===== config.mk =====
export PLATFORM = sky130hd
export DESIGN_NAME = otp_user_reader
export DESIGN_NICKNAME = d
export VERILOG_FILES = /design/src/rtl/otpr_pkg.sv /design/src/rtl/otpr_array.sv /design/src/rtl/otpr_engine.sv /design/src/rtl/otp_user_reader.sv
export SDC_FILE = /design/constraint.sdc
export NUM_CORES = 1
export LEC_CHECK = 0
export BUFFER_PORTS_ARGS = -buffer_cell sky130_fd_sc_hd__buf_2
export CELL_PAD_IN_SITES_DETAIL_PLACEMENT = 1
export CELL_PAD_IN_SITES_GLOBAL_PLACEMENT = 2
export CORE_MARGIN = 2
export CORE_UTILIZATION = 30
export CTS_BUF_LIST = sky130_fd_sc_hd__clkbuf_4
export DETAILED_ROUTE_END_ITERATION = 8
export PLACE_DENSITY_LB_ADDON = 0.08
export SLEW_MARGIN = 30
export SYNTH_ARGS = -nofsm -noshare
export SYNTH_HDL_FRONTEND = slang
export SYNTH_SLANG_ARGS = --single-unit

===== constraint.sdc =====
create_clock -name clk -period 5.15 [get_ports clk]
set_input_delay 0.515 -clock clk [delete_from_list [all_inputs] [get_ports clk]]
set_output_delay 0.515 -clock clk [all_outputs]
set_load 0.01 [all_outputs]

===== src/rtl/otpr_pkg.sv =====
package otpr_pkg;
  localparam logic [11:0] OFF_MODE  = 12'h100;
  localparam logic [11:0] OFF_ADDR  = 12'h104;
  localparam logic [11:0] OFF_START = 12'h108;
  localparam logic [11:0] OFF_DATA  = 12'h124;
  localparam logic [11:0] OFF_FLAGS = 12'h304;
  localparam int          FLAG_USER = 2;
  localparam int          MASK_SH   = 16;

  function automatic logic [7:0] fuse_pattern(int unsigned idx);
    return 8'((idx * 13 + 41) & 255);
  endfunction
endpackage


===== src/rtl/otpr_array.sv =====
module otpr_array #(
  parameter int DEPTH = 256,
  localparam int IDX_W = $clog2(DEPTH)
) (
  input  logic             clk,
  input  logic [IDX_W-1:0] idx,
  output logic [7:0]       dout
);
  logic [7:0] mem [DEPTH];

  initial begin
    for (int i = 0; i < DEPTH; i++) mem[i] = otpr_pkg::fuse_pattern(i);
  end

  always_ff @(posedge clk) dout <= mem[idx];
endmodule


===== src/rtl/otpr_engine.sv =====
module otpr_engine #(
  parameter int IDX_W = 8,
  parameter int LAT   = 4,
  localparam int CW   = (LAT > 2) ? $clog2(LAT) : 1
) (
  input  logic             clk,
  input  logic             rst,
  input  logic             start_i,
  input  logic [IDX_W-1:0] addr_i,
  output logic             busy_o,
  output logic             done_o,
  output logic [IDX_W-1:0] idx_o
);
  logic [CW-1:0] cnt_q;

  // completion is the last busy cycle; the array output is stable by then
  assign done_o = busy_o && (cnt_q == '0);

  always_ff @(posedge clk) begin
    if (rst) begin
      busy_o <= 1'b0;
      cnt_q  <= '0;
      idx_o  <= '0;
    end else if (start_i && !busy_o) begin
      busy_o <= 1'b1;
      cnt_q  <= CW'(LAT - 1);
      idx_o  <= addr_i;
    end else if (busy_o) begin
      if (cnt_q == '0) busy_o <= 1'b0;
      else             cnt_q  <= cnt_q - 1'b1;
    end
  end
endmodule


===== src/rtl/otp_user_reader.sv =====
module otp_user_reader #(
  parameter int ARRAY_DEPTH = 256,
  parameter int ACCESS_LAT  = 4,
  parameter int BUS_AW      = 12,
  localparam int IDX_W      = $clog2(ARRAY_DEPTH)
) (
  input  logic              clk,
  input  logic              rst,
  input  logic              bus_wr,
  input  logic              bus_rd,
  input  logic [BUS_AW-1:0] bus_addr,
  input  logic [31:0]       bus_wdata,
  output logic [31:0]       bus_rdata,
  output logic              irq
);
  import otpr_pkg::*;

  logic             mode_q;
  logic [15:0]      addr_q;
  logic [7:0]       data_q;
  logic             flag_q;
  logic [31:0]      flags_vec;
  logic [31:0]      rd_mux;
  logic             eng_busy, eng_done, start_req;
  logic [IDX_W-1:0] eng_idx;
  logic [7:0]       arr_dout;

  logic wr_mode, wr_addr, wr_start, wr_flags;
  assign wr_mode  = bus_wr && (bus_addr == BUS_AW'(OFF_MODE));
  assign wr_addr  = bus_wr && (bus_addr == BUS_AW'(OFF_ADDR));
  assign wr_start = bus_wr && (bus_addr == BUS_AW'(OFF_START));
  assign wr_flags = bus_wr && (bus_addr == BUS_AW'(OFF_FLAGS));

  assign start_req = wr_start && bus_wdata[0] && bus_wdata[MASK_SH] && mode_q;

  otpr_engine #(.IDX_W(IDX_W), .LAT(ACCESS_LAT)) u_engine (
    .clk(clk), .rst(rst), .start_i(start_req), .addr_i(addr_q[IDX_W-1:0]),
    .busy_o(eng_busy), .done_o(eng_done), .idx_o(eng_idx)
  );

  otpr_array #(.DEPTH(ARRAY_DEPTH)) u_array (
    .clk(clk), .idx(eng_idx), .dout(arr_dout)
  );

  always_ff @(posedge clk) begin
    if (rst) begin
      mode_q <= 1'b0;
      addr_q <= '0;
      data_q <= '0;
      flag_q <= 1'b0;
    end else begin
      if (wr_mode && bus_wdata[MASK_SH]) mode_q <= bus_wdata[0];
      if (wr_addr)
        addr_q <= (addr_q & ~bus_wdata[31:16]) | (bus_wdata[15:0] & bus_wdata[31:16]);
      if (eng_done) data_q <= arr_dout;
      // a completion outranks a clear on the same edge
      if (eng_done)                            flag_q <= 1'b1;
      else if (wr_flags && bus_wdata[FLAG_USER]) flag_q <= 1'b0;
    end
  end

  always_comb begin
    flags_vec = '0;
    flags_vec[FLAG_USER] = flag_q;
  end

  always_comb begin
    rd_mux = '0;
    case (bus_addr)
      BUS_AW'(OFF_MODE):  rd_mux[0]    = mode_q;
      BUS_AW'(OFF_ADDR):  rd_mux[15:0] = addr_q;
      BUS_AW'(OFF_START): rd_mux[0]    = eng_busy;
      BUS_AW'(OFF_DATA):  rd_mux[7:0]  = data_q;
      BUS_AW'(OFF_FLAGS): rd_mux       = flags_vec;
      default:            rd_mux       = '0;
    endcase
  end

  always_ff @(posedge clk) begin
    if (rst)         bus_rdata <= '0;
    else if (bus_rd) bus_rdata <= rd_mux;
  end

  assign irq = |flags_vec;
endmodule


======== Yosys cells after proc, flatten, opt, wreduce, memory -nomap -nowiden ========
Memory sizes are Yosys's and may differ from the RTL's. A register that Yosys moved wholly into a read port is not among the register bits.
Index checks and enable logic that the tools add are counted.
cells by class
  reduce and logical (&&, ||, !) cells .... 16
  multiplexer cells ....................... 11
  bitwise logic cells ..................... 4
  $add $sub $neg .......................... 1
  eq/ne operators ......................... 6
operators with widths
  operator              number
  $eq 12x9->1 const B   4
  $and 16x16->16        2
  $pmux 7 s3            1
  $not 16->16           1
  $or 16x16->16         1
  $eq 12x10->1 const B  1
  $logic_and 1x1->1     11
  $mux 8                1
  $mux 2                3
  $mux 1                5
  $pmux 1 s4            1
  $reduce_bool 2->1     2
  $logic_not 2->1       1
  $ne 2x2->1 const B    1
  $reduce_and 2->1      1
  $sub 2x1->2 const B   1
  $logic_not 1->1       1
word-level totals
  memories kept ........................... 1
  ROM bits ................................ 2048
  register bits after elaboration ......... 53
  output and inout bits ................... 33
  input port bits ......................... 48
  logic and storage cells ................. 47
memories
  memory       words  width  read ports  clocked after memory_dff  write ports  RTL line         source
  u_array.mem  256    8      1           1                         0            otpr_array.sv:9  logic [7:0] mem [DEPTH];

======== Logic depth before layout (Yosys ltp) ========
Gate-level depths: netlist (run 1).
  word-level depth ........................ 8
  depth in mapped cells ................... 8
  mapped depth without buffers ............ 7

======== Cells and area by module ========
From an unflattened synthesis (run 1), not the netlist that was laid out.
second synthesis, totals
  cell total of the unflattened synthesis .. 411
  area, all modules ....................... 3515.9 um^2
modules (own cells, without submodules)
  module           times used  cells an instance  seq. area each (um^2)  area each (um^2)
  otp_user_reader  1           217                840.8                  1961.9
  otpr_array       1           153                160.2                  1116.1
  otpr_engine      1           41                 220.2                  437.9

======== Worst setup path before layout (run 1) ========
OpenSTA, ideal clock, no wires.
  path kind ............................... input to register
  start ................................... input port bus_addr[11]
  end ..................................... register u_engine.idx_o[0]
  setup slack ............................. 2895 ps
  arrival ................................. 2127 ps
  library setup time ...................... 128 ps
  data required time ...................... 5022 ps
  cell stages on the path ................. 7
  buffers on the path ..................... 2
  cell sequence ........................... or4b_1 -> or2_1 -> buf_6 -> nor4_4 -> buf_6 -> mux2i_1 -> nor2_1
between the ends
  longest elaborated chain between the ends .. 6
RTL lines
  what                            RTL line               source
  start, declared                 otp_user_reader.sv:11  input logic [BUS_AW-1:0] bus_addr,
  $eq 12x9->1                     otp_user_reader.sv:31  assign wr_start = bus_wr && (bus_addr == BUS_AW'(OFF_START));
  $logic_and 1x1->1               otp_user_reader.sv:31
  $logic_and 1x1->1 (3 in a row)  otp_user_reader.sv:34  assign start_req = wr_start && bus_wdata[0] && bus_wdata[MASK_SH] && mode_q;
  $logic_and 1x1->1               otpr_engine.sv:24      end else if (start_i && !busy_o) begin
  end signal, assigned            otpr_engine.sv:27      idx_o <= addr_i;
  end, declared                   otpr_engine.sv:12      output logic [IDX_W-1:0] idx_o
No other way between the ends.
A chain may end at the register's enable or synchronous reset.

======== Worst setup path after layout (run 1) ========
  start ................................... input port bus_addr[11]
  end ..................................... register u_engine.idx_o[6]
Same word-level chain as after synthesis.

==> impl_metrics.yaml, run 1 <==
run_status:
  status: "finished clean"
global_route:
  gr-total-overflow: 0
  grt_max_degree: 41
  grt_first_pass_wirelength_um: 14800
  grt_pass1_vias: 2956
  grtUsageTotal_pct: 16.0
  antenna_found_initial: 0
drt:
  ant_nets: 0
  via_count: 3035
  drc: 0
  dr.pass1.iters: 4
  drt-total-wl_um: 9250
  vias_per_cell: 4.95
  drt_iter0_markers: 137
  wire_per_inst_um: 15.1
floorplanning:
  rows: 38
  core_area_mm2: 0.0108
  initial_core_util_pct: 30.5
  die_area_mm2: 0.0118
  fp.dieH_um: 109
  die_x_um: 109
  pin_count: 81
place:
  dp_slack_ns: 2.23
  place_hpwl_um: 6660
  place_congestion: 0.768
  dp_cells: 597
  placed_area_mm2: 0.00363
  numPortBuffers: 64
yosys:
  synth_cell_types: 54
  yosysSeqAreaShare_pct: 37.1
  synth_top_area_share_pct: 37.1
  postSynthAreaPerCell_um2: 7.88
  synthFlopType: "dfxtp_1"
  syn_area_mm2: 0.00329
  ys_top_cells_by_area: "dfxtp_1 (37%), nand2_1 (8.2%), mux2i_1 (6.7%)"
  synth_edf_count: 0
  yosys_warnings: 0
  ys_ff_latch: 61
  synth_top_area_cell: "dfxtp_1"
  netlist_instances: 418
  ys_async_sr_fraction_pct: 0
timing:
  finalSetupTns_ns: 0
  hold_viol: 0
  fin_ws_ns: 2.73
  tightest_slew_ns: 0.906
  skew_ns: 0.0137
  timing.fmax_ghz: 0.413
  slew_headroom_pct: 39.5
  fin_crit_ns: 2.42
  min_period_over_period_pct: 47.0
  slew_violations: 0
  timing.hold.ws_ns: 0.366
  final-setup-viol-count: 0
  rsz0062_at_grt: "no"
cells_and_area:
  n_antenna_cell: 0
  num-fill-cells: 1337
  final_area_mm2: 0.00379
  layout-area-overhead-vs-synth_pct: 15.2
  layout_common_cells: "nand2_1 (72), buf_2 (64), dfxtp_1 (61)"
  layout.cells.non_filler: 613
  final_common_cell: "nand2_1"
  drive_gt1_share_pct: 19.0
  final_nets: 525
  fin_util_pct: 35.1
critical_path:
  critPathArrivalTime_ns: 2.67
  crit_fanout: 11
  worst_setup_path_start_kind: "input pin"
  worst_ep_required_time_ns: 5.40
  crit_end: "u_engine.idx_o[6]"
  crit_start: "bus_addr[11]"
  reg2reg_depth: 7
  crit_type: "in -> reg"
  reg2reg_slack_ns: 2.77
  setup.worst_path.end_class: "flop"
  r2r_end: "u_array.dout[0]"
  r2r_start: "u_engine.idx_o[1]"
cts:
  clkLatencyLatePin_ns: 0.39
  clkTransAtPathRegs_ns: 0.11
  cts_max_level: 3
  cts.repair.resized: 0
  cts_setup_buffers: 0
  cts_buffer_depth: 2
  cts.sinks: 61
  cts_buffers: 9
  cts_tree: "built"
  cts_hold_buffers: 0
  clock-root-buffer: "clkbuf_4"
power:
  ir_worst_vdd_v: 0.0000955
  p_leak_nw: 1.43
  finalPower_uw: 889
  power.density_mw_per_mm2: 235
worst_hold_path:
  min_from: "bus_wdata[15]"
  hp-class: "in -> reg"
run:
  drv_cap: 0
[synthesized netlist by cell type, types with 4 or more instances]
library cell  number
nand2_1           72
dfxtp_1           61
a21oi_1           38
nor2_1            34
o21ai_0           27
mux2i_1           22
nand3_1           20
clkbuf_1          18
buf_4             16
inv_1             11
a22o_1             9
ha_1               9
nor2b_1            8
buf_2              7
nand2b_1           7
nor3_1             4
o22ai_1            4
[cells by family (layout without fill, tap and decap cells)]
| logic type | count (synthesis) | after routing | share of synthesized area, % |
|---|---|---|---|
| buffers and inverters | 55 | 95 | 8.81 |
| muxes | 23 | 23 | 7.03 |
| and+or+nand+nor | 163 | 163 | 23.3 |
| other | 1 | 16 | 0.114 |
| AOI/OAI and AO/OA | 103 | 103 | 19.4 |
| adders and majority gates | 9 | 9 | 3.42 |
| xor gates and xnor gates | 3 | 3 | 0.798 |
| DFF | 61 | 61 | 37.1 |
[report_power, final]
group	internal, mW	switching (mW)	total (mW)
clock	0.206	0.169	0.375
combinational	0.0169	0.0264	0.0433
sequential	0.471	0.00000557	0.471
total	0.694	0.195	0.889
[worst min-delay path by stage]
stage                end  slack (ns)  depth (start not counted)
2_1_floorplan  data_q[0]        0.42                          2
3_3_place_gp   data_q[2]        0.43                          2
3_5_place_dp   data_q[2]        0.43                          2
4_1_cts             flop        0.33                          3
5_1_grt             flop        0.33                          3
6_report            flop        0.37                          3
[layer usage]
| metal | GRT usage [%] | share of wire, % | vias to the layer above |
|---|---|---|---|
| met5 | 0 | 0 | - |
| met4 | 3.02 | 0.32 | 0 |
| met3 | 4.24 | 4.8 | 2 |
| met2 | 26.0 | 47 | 60 |
| met1 | 21.6 | 48 | 1450 |
| li1 | - | - | 1523 |
[critical path: stages]
cell and delay (ns):
buf_2 0.09, or4b_1 0.58, or2_1 0.34, nor4_4 0.82
mux2i_1 0.26, nor2_1 0.05
[cell type report]
cell class | count | area, µm² | share of cell area, %
multi-input cells | 317 | 1850 | 48.7
flip-flops and latches | 61 | 1220 | 32.2
repair buffers | 68 | 350 | 9.24
well taps | 140 | 175 | 4.62
clock buffers | 11 | 82.6 | 2.18
clock inverters | 5 | 75.1 | 1.98
inverters | 11 | 41.3 | 1.09
(Power assumes the default switching activity.)
==> inputs of run 2 (changes only) <==
==> constraint.sdc (replaced) <==
create_clock -name clk -period 2.35 [get_ports clk]
set_input_delay 0.235 -clock clk [delete_from_list [all_inputs] [get_ports clk]]
set_output_delay 0.235 -clock clk [all_outputs]
set_load 0.01 [all_outputs]
==> run 2 against run 1 <==
- setup slack worse by 2.4 ns
- utilization is 0.23 points higher
- global-route usage is 0.54 points higher
- sequential cell count stayed put
- clock power is 64% higher
- critical path type is now reg -> reg
- critical endpoint is now u_array.dout[0]
==> impl_metrics.yaml, run 2 (synthesis results as in run 1) <==
run_status:
  status: "finished clean"
cts:
  cts.sinks: 61
  clock-root-buffer: "clkbuf_4"
  cts_max_level: 3
  cts.repair.resized: 0
  cts_hold_buffers: 0
  cts_buffers: 9
  cts_buffer_depth: 2
  clkLatencyLatePin_ns: 0.39
  clkTransAtPathRegs_ns: 0.11
  cts_setup_buffers: 0
  cts_tree: "built"
critical_path:
  cp_cell_sequence: "inv_1 > ha_1 > nor2_1 > o22ai_1 > a21oi_1 > a21boi_0 > o32a_1"
  crit_path_max_incr_delay_ns: 0.39
  setup.worst_path.end_class: "flop"
  worst_setup_path_start_kind: "flop"
  critPathArrivalTime_ns: 2.27
  cp_slowest_cell: "nor2_1"
  crit_type: "reg -> reg"
  reg2reg_depth: 7
  worst_ep_required_time_ns: 2.63
  crit_fanout: 7
floorplanning:
  core_area_mm2: 0.0108
  initial_core_util_pct: 30.5
  die_x_um: 109
  die_area_mm2: 0.0118
  fp.dieH_um: 109
  rows: 38
  pin_count: 81
cells_and_area:
  layout-area-overhead-vs-synth_pct: 15.9
  final_nets: 533
  final_common_cell: "nand2_1"
  n_antenna_cell: 0
  layout_common_cells: "nand2_1 (72), buf_2 (64), dfxtp_1 (61)"
  drive_gt1_share_pct: 20.4
  fin_util_pct: 35.4
drt:
  drc: 0
  wire_per_inst_um: 15.1
  vias_per_cell: 4.93
  top_layer: "met4"
  dr.pass1.iters: 4
  met2_length_um: 4450
  dr_wl_met3_um: 404
  via_count: 3059
  met1_length_um: 4430
  drt_iter0_markers: 127
  drt-total-wl_um: 9360
  ant_nets: 0
power:
  finalPower_mw: 1.75
  clock_power_share_pct: 35.3
  p_leak_nw: 1.46
  p_comb_share_pct: 5.5
  power.density_mw_per_mm2: 457
  p_seq_share_pct: 59.2
  power.share.switching_pct: 25.2
  p_sw_uw: 440
  p_int_mw: 1.31
  ir_worst_vdd_v: 0.000169
timing:
  min_period_over_period_pct: 84.5
  fin_crit_ns: 1.99
  finalSetupTns_ns: 0
  hold_viol: 0
  rsz0062_at_grt: "no"
  final-setup-viol-count: 0
  fin_ws_ns: 0.364
  skew_ns: 0.0145
  slew_headroom_pct: 65.2
  slew_violations: 0
  timing.fmax_ghz: 0.503
  tightest_slew_ns: 0.521
global_route:
  grtUsageTotal_pct: 16.6
  grt_pass1_vias: 3055
  gr-total-overflow: 0
  grt_first_pass_wirelength_um: 15300
  antenna_found_initial: 0
  grt_max_degree: 33
worst_hold_path:
  holdPathStages: 3
  hp-class: "in -> reg"
place:
  dp_slack_ns: 0.143
  place_congestion: 0.749
  place_hpwl_um: 7010
  numPortBuffers: 64
run:
  drv_cap: 0
run 2: changes by cell type in the layout (fill, tap and decap cells not counted):
cell        previous run  this run
clkinv_2               3         4
clkinvlp_4             0         1
buf_12                 0         1
bufinv_16              2         0
buf_4                  4        11
run 2: final timing paths:
kind                      from               to  slack, ns
min reg2reg    u_array.dout[7]        data_q[7]       0.43
max          u_engine.idx_o[0]  u_array.dout[0]       0.36
max reg2reg  u_engine.idx_o[0]  u_array.dout[0]       0.36
min               bus_wdata[5]             flop       0.09
run 2: final cells by class:
type / instances / area, µm²
fillers: 1351 / 6980
multi-input cells: 317 / 1850
flip-flops and latches: 61 / 1220
repair buffers: 76 / 423
well taps: 140 / 175
clock buffers: 11 / 82.6
inverters: 11 / 41.3
clock inverters: 5 / 27.5
run 2: routing by layer:
metal / track usage [%] / vias to the layer above
met3: 3.71 / 7
li1: - / 1533
met4: 3.39 / 0
met2: 28.1 / 65
met5: 0 / -
met1: 21.7 / 1454
run 2: worst max-delay path, delay by kind of cell (launching register included):
family	cells	cell delay (ns)
flip-flops	1	0.36
buffers and inverters	1	0.10
adder cells (fa/ha/maj)	1	0.33
AO/OA/AOI/OAI	4	0.69
AND/OR/NAND/NOR	1	0.39
run 2: per-stage QoR:
stage	area, µm²	hold WS [ns]	std cells
floorplan	3350	0.382	433
global placement	3710	0.428	605
detailed placement	3710	0.431	605
CTS	3820	0.0566	621
global route	3820	0.0584	621
finish	3820	0.0888	621
run 2: power by group through the flow:
stage	clock network [mW]	registers, mW	logic (mW)
CTS	0.644	1.03	0.0978
global placement	0	1.06	0.0960
floorplan	0	1.06	0.0580
detailed placement	0	1.06	0.0971
global route	0.701	1.03	0.107
finish	0.616	1.03	0.0967
